[src/rtl/sio_cfg_pkg.sv]
package sio_cfg_pkg;
  localparam int KEY_LEN = 4;

  localparam logic [7:0] IDX_EXIT = 8'h02;
  localparam logic [7:0] IDX_LDN  = 8'h07;
  localparam logic [7:0] IDX_IDHI = 8'h20;
  localparam logic [7:0] IDX_IDLO = 8'h21;
  localparam logic [7:0] IDX_REV  = 8'h22;
  localparam logic [7:0] EXIT_CODE = 8'h02;
  localparam logic [7:0] ALL_ONES  = 8'hFF;

  function automatic logic [7:0] key_byte(input logic [1:0] stage);
    case (stage)
      2'd0:    return 8'h87;
      2'd1:    return 8'h01;
      default: return 8'h55;
    endcase
  endfunction
endpackage

[src/rtl/sio_key_match.sv]
module sio_key_match
  import sio_cfg_pkg::*;
(
  input  logic       clk,
  input  logic       rst,
  input  logic       key_wr,
  input  logic [7:0] key_data,
  input  logic       lock_req,
  output logic       unlocked
);
  localparam int ST_W = $clog2(KEY_LEN);

  logic [ST_W-1:0] stage_q;
  logic            unl_q;

  always_ff @(posedge clk) begin
    if (rst) begin
      stage_q <= '0;
      unl_q   <= 1'b0;
    end else if (lock_req) begin
      stage_q <= '0;
      unl_q   <= 1'b0;
    end else if (key_wr && !unl_q) begin
      if (key_data == key_byte(stage_q)) begin
        if (stage_q == ST_W'(KEY_LEN - 1)) begin
          stage_q <= '0;
          unl_q   <= 1'b1;
        end else begin
          stage_q <= stage_q + 1'b1;
        end
      end else begin
        stage_q <= (key_data == key_byte(2'd0)) ? ST_W'(1) : '0;
      end
    end
  end

  assign unlocked = unl_q;

  // opening happens only on a final key byte
  p_open_on_key_r2: assert property (@(posedge clk) disable iff (rst)
    $rose(unlocked) |-> $past(key_wr && key_data == 8'h55));

  // a lock request always closes the window
  p_lock_closes_r11: assert property (@(posedge clk) disable iff (rst)
    lock_req |=> !unlocked);
endmodule

[src/rtl/sio_dev_bank.sv]
module sio_dev_bank #(
  parameter int NUM_LDN   = 8,
  parameter int BANK_REGS = 16,
  parameter int TAP_LDN   = 7,
  localparam int LDN_W    = $clog2(NUM_LDN),
  localparam int OFF_W    = $clog2(BANK_REGS),
  localparam int DEPTH    = NUM_LDN * BANK_REGS
) (
  input  logic                   clk,
  input  logic                   rst,
  input  logic                   we,
  input  logic [LDN_W-1:0]       ldn,
  input  logic [OFF_W-1:0]       off,
  input  logic [7:0]             wdata,
  output logic [7:0]             rdata,
  output logic [BANK_REGS*8-1:0] tap_regs
);
  localparam int ADR_W = LDN_W + OFF_W;

  logic [7:0]       mem [DEPTH];
  logic [ADR_W-1:0] adr;

  assign adr = {ldn, off};

  always_ff @(posedge clk) begin
    if (rst) begin
      for (int i = 0; i < DEPTH; i++) mem[i] <= 8'h00;
    end else if (we) begin
      mem[adr] <= wdata;
    end
  end

  assign rdata = mem[adr];

  for (genvar k = 0; k < BANK_REGS; k++) begin : g_tap
    assign tap_regs[8*k +: 8] = mem[TAP_LDN*BANK_REGS + k];
  end

  // the tapped registers move only on a bank write
  p_tap_hold_r10: assert property (@(posedge clk) disable iff (rst)
    !we |=> $stable(tap_regs));
endmodule

[src/rtl/sio_cfg_port.sv]
module sio_cfg_port
  import sio_cfg_pkg::*;
#(
  parameter int          ADDR_W    = 16,
  parameter logic [15:0] IDX_PORT  = 16'h002E,
  parameter logic [15:0] DAT_PORT  = 16'h002F,
  parameter logic [15:0] CHIP_ID   = 16'hA5C3,
  parameter logic [3:0]  CHIP_REV  = 4'h6,
  parameter int          NUM_LDN   = 8,
  parameter int          BANK_BASE = 8'h70,
  parameter int          BANK_REGS = 16,
  parameter int          TAP_LDN   = 7
) (
  input  logic                   clk,
  input  logic                   rst,
  input  logic [ADDR_W-1:0]      bus_addr,
  input  logic [7:0]             bus_wdata,
  input  logic                   bus_wr,
  input  logic                   bus_rd,
  output logic [7:0]             bus_rdata,
  output logic                   cfg_mode,
  output logic [BANK_REGS*8-1:0] tap_regs
);
  localparam int LDN_W = $clog2(NUM_LDN);
  localparam int OFF_W = $clog2(BANK_REGS);

  logic       unlocked;
  logic [7:0] idx_q, ldn_q, rdata_q, rd_next, bank_rd;
  logic       hit_idx, hit_dat, in_bank, ldn_ok, lock_req, bank_we;
  logic [7:0] off_full;

  assign hit_idx = (bus_addr == ADDR_W'(IDX_PORT));
  assign hit_dat = (bus_addr == ADDR_W'(DAT_PORT));
  assign in_bank = ({1'b0, idx_q} >= 9'(BANK_BASE)) &&
                   ({1'b0, idx_q} <  9'(BANK_BASE + BANK_REGS));
  assign ldn_ok  = ({1'b0, ldn_q} < 9'(NUM_LDN));
  assign off_full = idx_q - 8'(BANK_BASE);
  assign lock_req = unlocked && bus_wr && hit_dat &&
                    idx_q == IDX_EXIT && bus_wdata == EXIT_CODE;
  assign bank_we  = unlocked && bus_wr && hit_dat && in_bank && ldn_ok;

  sio_key_match u_key (
    .clk      (clk),
    .rst      (rst),
    .key_wr   (bus_wr && hit_idx),
    .key_data (bus_wdata),
    .lock_req (lock_req),
    .unlocked (unlocked)
  );

  sio_dev_bank #(
    .NUM_LDN   (NUM_LDN),
    .BANK_REGS (BANK_REGS),
    .TAP_LDN   (TAP_LDN)
  ) u_bank (
    .clk      (clk),
    .rst      (rst),
    .we       (bank_we),
    .ldn      (ldn_q[LDN_W-1:0]),
    .off      (off_full[OFF_W-1:0]),
    .wdata    (bus_wdata),
    .rdata    (bank_rd),
    .tap_regs (tap_regs)
  );

  always_ff @(posedge clk) begin
    if (rst) begin
      idx_q <= 8'h00;
      ldn_q <= 8'h00;
    end else if (unlocked && bus_wr) begin
      if (hit_idx) idx_q <= bus_wdata;
      else if (hit_dat && idx_q == IDX_LDN) ldn_q <= bus_wdata;
    end
  end

  always_comb begin
    rd_next = ALL_ONES;
    if (unlocked) begin
      if (hit_idx) begin
        rd_next = idx_q;
      end else if (hit_dat) begin
        if (idx_q == IDX_LDN)       rd_next = ldn_q;
        else if (idx_q == IDX_IDHI) rd_next = CHIP_ID[15:8];
        else if (idx_q == IDX_IDLO) rd_next = CHIP_ID[7:0];
        else if (idx_q == IDX_REV)  rd_next = {4'h0, CHIP_REV};
        else if (in_bank && ldn_ok) rd_next = bank_rd;
      end
    end
  end

  always_ff @(posedge clk) begin
    if (rst)         rdata_q <= ALL_ONES;
    else if (bus_rd) rdata_q <= rd_next;
  end

  assign bus_rdata = rdata_q;
  assign cfg_mode  = unlocked;

  // a locked read always returns all ones
  p_locked_read_r4: assert property (@(posedge clk) disable iff (rst)
    (bus_rd && !cfg_mode) |=> bus_rdata == ALL_ONES);

  // the device number cannot change while locked
  p_ldn_locked_r4: assert property (@(posedge clk) disable iff (rst)
    !unlocked |=> $stable(ldn_q));

  // read data holds between reads
  p_rdata_hold_r5: assert property (@(posedge clk) disable iff (rst)
    !bus_rd |=> $stable(bus_rdata));

  // foreign addresses never return data
  p_foreign_r12: assert property (@(posedge clk) disable iff (rst)
    (bus_rd && !hit_idx && !hit_dat) |=> bus_rdata == ALL_ONES);
endmodule

[config.mk]
export PLATFORM = sky130hd
export DESIGN_NAME = sio_cfg_port
export DESIGN_NICKNAME = d
export VERILOG_FILES = /design/src/rtl/sio_cfg_pkg.sv /design/src/rtl/sio_key_match.sv /design/src/rtl/sio_dev_bank.sv /design/src/rtl/sio_cfg_port.sv
export SDC_FILE = /design/constraint.sdc
export NUM_CORES = 2
export LEC_CHECK = 0
export BUFFER_PORTS_ARGS = -buffer_cell sky130_fd_sc_hd__buf_2
export CELL_PAD_IN_SITES_DETAIL_PLACEMENT = 0
export CELL_PAD_IN_SITES_GLOBAL_PLACEMENT = 1
export CORE_UTILIZATION = 52
export DETAILED_ROUTE_END_ITERATION = 7
export MAX_ROUTING_LAYER = met4
export PLACE_DENSITY_LB_ADDON = 0.1
export SYNTH_ARGS = -nofsm -noshare
export SYNTH_HDL_FRONTEND = slang
export SYNTH_SLANG_ARGS = --single-unit
[constraint.sdc]
create_clock -name clk -period 3.3 [get_ports clk]
set_clock_uncertainty 0.2 [all_clocks]
set_input_delay 0.66 -clock clk [delete_from_list [all_inputs] [get_ports clk]]
set_output_delay 0.66 -clock clk [all_outputs]
set_load 0.005 [all_outputs]
==> reports/summary.json <==
{
  "timing": {
    "report.final.hold_viol_count": 0,
    "final.setup.tns_ns": 0,
    "timing.final.crit_period_ns": 3.28,
    "post-route-period-util_pct": 99.4,
    "max_clock_freq_mhz": 305,
    "setup-violations-final": 0,
    "worst_hold_slack_ns": 0.0806,
    "grt_setup_unrepaired": "false",
    "actual_transition_at_the_worst_max_transition_pin_ns": 1.21,
    "slew_violations": 0,
    "worst_slew_margin_rel_pct": 19.3
  },
  "setup_path": {
    "crit_buf_inv": 2,
    "ff2ff_setup_slack_ns": 0.02,
    "largest_driver_fanout_on_the_critical_path": 20,
    "crit_path_capture_type": "flop",
    "max_stage_delay_on_crit_path_ns": 0.57,
    "worstSetupPathDepth": 9,
    "timing.critical_path.from_type": "flop",
    "crit_arrival_ns": 3.64,
    "top_cell_family_by_delay_on_the_critical_path": "compound AO/OA/AOI/OAI gates",
    "worst-r2r-cell-count": 9,
    "crit_type": "flop to flop",
    "crit_path_cell_trace": "buf_12, buf_4, mux2i_1, a22oi_1, nand3_1, nand2_1, nor3_1, o22a_1, a31oi_1",
    "cp.required_ns": 3.66,
    "worst_path_max_delay_cell": "sky130_fd_sc_hd__dfxtp_4"
  },
  "synth": {
    "yosys.area_share.xor_xnor_pct": 0.0186,
    "synth_compound_gate_area_share_pct": 5.54,
    "synth_top_cell_area_share_pct": 65.1,
    "ys.warnings.count": 0,
    "yosys_most_used_dff": "sky130_fd_sc_hd__edfxtp_1",
    "synthTopCellsByArea": "sky130_fd_sc_hd__edfxtp_1 (65%), sky130_fd_sc_hd__mux4_2 (8.8%), sky130_fd_sc_hd__nor2_1 (8.7%)",
    "synthesis.area_per_instance_um2": 13.3,
    "synth_fp_nets": 3573,
    "yosysSeqAreaShare_pct": 66.3,
    "synth-simple-area-share_pct": 12.5,
    "synth_seq_cells": 1051,
    "synthMostInstantiatedCell": "sky130_fd_sc_hd__nor2_1",
    "ys_top_cells_by_count": "sky130_fd_sc_hd__nor2_1 (1,098), sky130_fd_sc_hd__edfxtp_1 (1,024), sky130_fd_sc_hd__nand2_1 (229), sky130_fd_sc_hd__mux4_2 (185), sky130_fd_sc_hd__mux2i_1 (165)",
    "synth.lib_cells_used.distinct": 68,
    "syn_area_um2": 47200,
    "largest_family_of_logic_cells_by_synthesized_area": "multiplexers",
    "synth.area.mux_share_pct": 12.5,
    "synth-edff-count": 1024,
    "synthDominantAreaCellType": "sky130_fd_sc_hd__edfxtp_1",
    "synthesis.instances": 3540,
    "synth-adder-area-share_pct": 0.133,
    "post_synthesis_async_set_or_reset_flop_share_pct": 0
  },
  "pwr": {
    "comb_power_share_pct": 4.1,
    "power_switching_uw": 6210,
    "power.share.switching_pct": 21.7,
    "power_per_cell_area_nw_per_um2": 521,
    "power.internal_uw": 22400,
    "vdd.ir_drop.worst_mv": 0.430,
    "static-leakage-power_uw": 0.0179,
    "power.clock.fraction_pct": 41.6,
    "seq_power_share_pct": 54.3
  },
  "floorplanning": {
    "rows": 110,
    "floorplan.die.height_um": 303,
    "design.core.area_um2": 90000,
    "initial_util_pct": 52.4,
    "die_extent_in_x_um": 303,
    "die_area_um2": 92000,
    "boundaryPins": 165
  },
  "hold_path": {
    "hp-class": "input pin to flop",
    "min_path_cells": 3
  },
  "clock_tree": {
    "clock-sinks": 1051,
    "post-cts-setup-buffer-count": 0,
    "tritoncts_clock_tree": "built",
    "tritoncts.num_buffers": 108,
    "clock_latency_ns": 0.70,
    "worst_setup_hold_path_clk_slew_ns": 0.06,
    "ctsHtreeMaxLevel": 3,
    "clk_root_buffer_cell": "sky130_fd_sc_hd__clkbuf_16",
    "clk_path_buf_depth": 3
  },
  "grt": {
    "grt_first_pass_wirelength_um": 222000,
    "global_route.overflow_total": 0,
    "antenna_found_initial": 1,
    "grt_start_max_net_pins": 148,
    "first_global_vias": 30600,
    "groute.usage.overall_pct": 35.3
  },
  "detailed_routing": {
    "route.detailed.wl_per_inst_um": 30.9,
    "postRouteAntennaNets": 0,
    "drcViolationCount": 0,
    "drt-vias-per-instance": 6.43,
    "dr.pass1.iters": 6,
    "drt-total-wl_um": 157000,
    "routed-via-count": 32600,
    "drtIter0Drc": 5132
  },
  "job": {
    "max_cap_viol_count": 0
  },
  "status": {
    "status": "finished clean"
  },
  "final_layout": {
    "filler_cells_inserted": 6950,
    "multi_input_area_um2": 14600,
    "finish.utilization_pct": 61.1,
    "finish.net_count": 3844,
    "areaGrowthSynthToFinish_pct": 16.6,
    "post_route_cells_drive_above_1_share_pct": 21.4,
    "area.sequential_um2": 31300
  },
  "placement": {
    "gpl.final_weighted_congestion": 1.01,
    "port_buffers": 164,
    "detail_placement_hpwl_um": 109000
  }
}
==> timing repair <==
item	4_1_cts	5_1_grt
resized for setup	0	2
setup endpoints to repair	0	155
hold buffers	0	0
==> area by class of cell <==
class	instances	area share, %
flip-flops and latches	1051	56.9
multi-input cells	2199	26.6
repair buffers	444	7.65
clock buffers	124	5.10
well taps	1176	2.67
clock inverters	70	1.05
inverters	7	0.0478
diodes	2	0.00910
==> final timing paths <==
check / from / end
setup / recovery: idx_q[0]$_SDFFE_PP0P_ / bus_rdata[4]$_SDFFE_PP1P_
hold / removal: bus_wr / u_key.unlocked$_SDFFE_PP0P_
setup reg to reg: idx_q[0]$_SDFFE_PP0P_ / bus_rdata[4]$_SDFFE_PP1P_
hold reg to reg: ldn_q[6]$_SDFFE_PP0P_ / ldn_q[6]$_SDFFE_PP0P_
==> sequential cells by signal (all words and copies together), names as in the netlist <==
signal	flops
bus_rdata	8
ldn_q	8
u_key.unlocked	1
idx_q	8
u_key.stage_q	2
u_bank.mem	1024
==> per-layer routing <==
metal | global-route usage, % | share of wire, %
met1 | 50.5 | 39
met2 | 51.3 | 45
met3 | 6.93 | 12
met4 | 11.0 | 3.3
met5 | - | 0
==> power groups by stage <==
| stage | clock (uW) | combinational (uW) | sequential [uW] |
|---|---|---|---|
| 4_1_cts | 12000 | 1170 | 15500 |
| 5_1_grt | 12500 | 1240 | 15600 |
| 3_5_place_dp | 0 | 1160 | 15800 |
| 3_3_place_gp | 0 | 1140 | 15800 |
| 6_report | 11900 | 1180 | 15600 |
| 2_1_floorplan | 0 | 558 | 15600 |
==> worst min-delay path, delay by kind of cell <==
family          cells  cell delay [ns]
buf+inv             1             0.12
simple gates        1             0.07
compound gates      1             0.07
==> stage by stage <==
step	instances	power [uW]	worst slack, ns	cell area, um^2
finish	5073	28700	0.0198	55000
global route	5073	29300	0.0171	55000
CTS	5071	28700	0.0911	55000
global placement	4876	16900	-0.276	51600
detailed placement	4877	17000	-0.268	51600
floorplan	3540	16200	0.227	47200
==> cell usage in the layout (no fill, tap or decap), types with 19 or more instances in the layout <==
master,instances
sky130_fd_sc_hd__mux2i_1,165
sky130_fd_sc_hd__clkinv_2,23
sky130_fd_sc_hd__clkbuf_16,110
sky130_fd_sc_hd__buf_2,163
sky130_fd_sc_hd__nand3_1,32
sky130_fd_sc_hd__buf_12,102
sky130_fd_sc_hd__a21oi_1,37
sky130_fd_sc_hd__clkinv_1,25
sky130_fd_sc_hd__buf_4,178
sky130_fd_sc_hd__a21o_1,128
sky130_fd_sc_hd__a22oi_1,50
sky130_fd_sc_hd__a221oi_1,26
sky130_fd_sc_hd__nand2_1,221
sky130_fd_sc_hd__dfxtp_1,24
sky130_fd_sc_hd__edfxtp_1,1024
sky130_fd_sc_hd__a31oi_1,19
sky130_fd_sc_hd__o21ai_0,26
sky130_fd_sc_hd__mux4_2,185
sky130_fd_sc_hd__nor2_1,1094
==> logic make-up after synthesis <==
family,after synthesis
flops,1051
buf+inv,290
mux,359
compound gates,364
fa+ha+maj,5
simple gates,1470
xor+xnor,1
(Power assumes the default switching activity.)
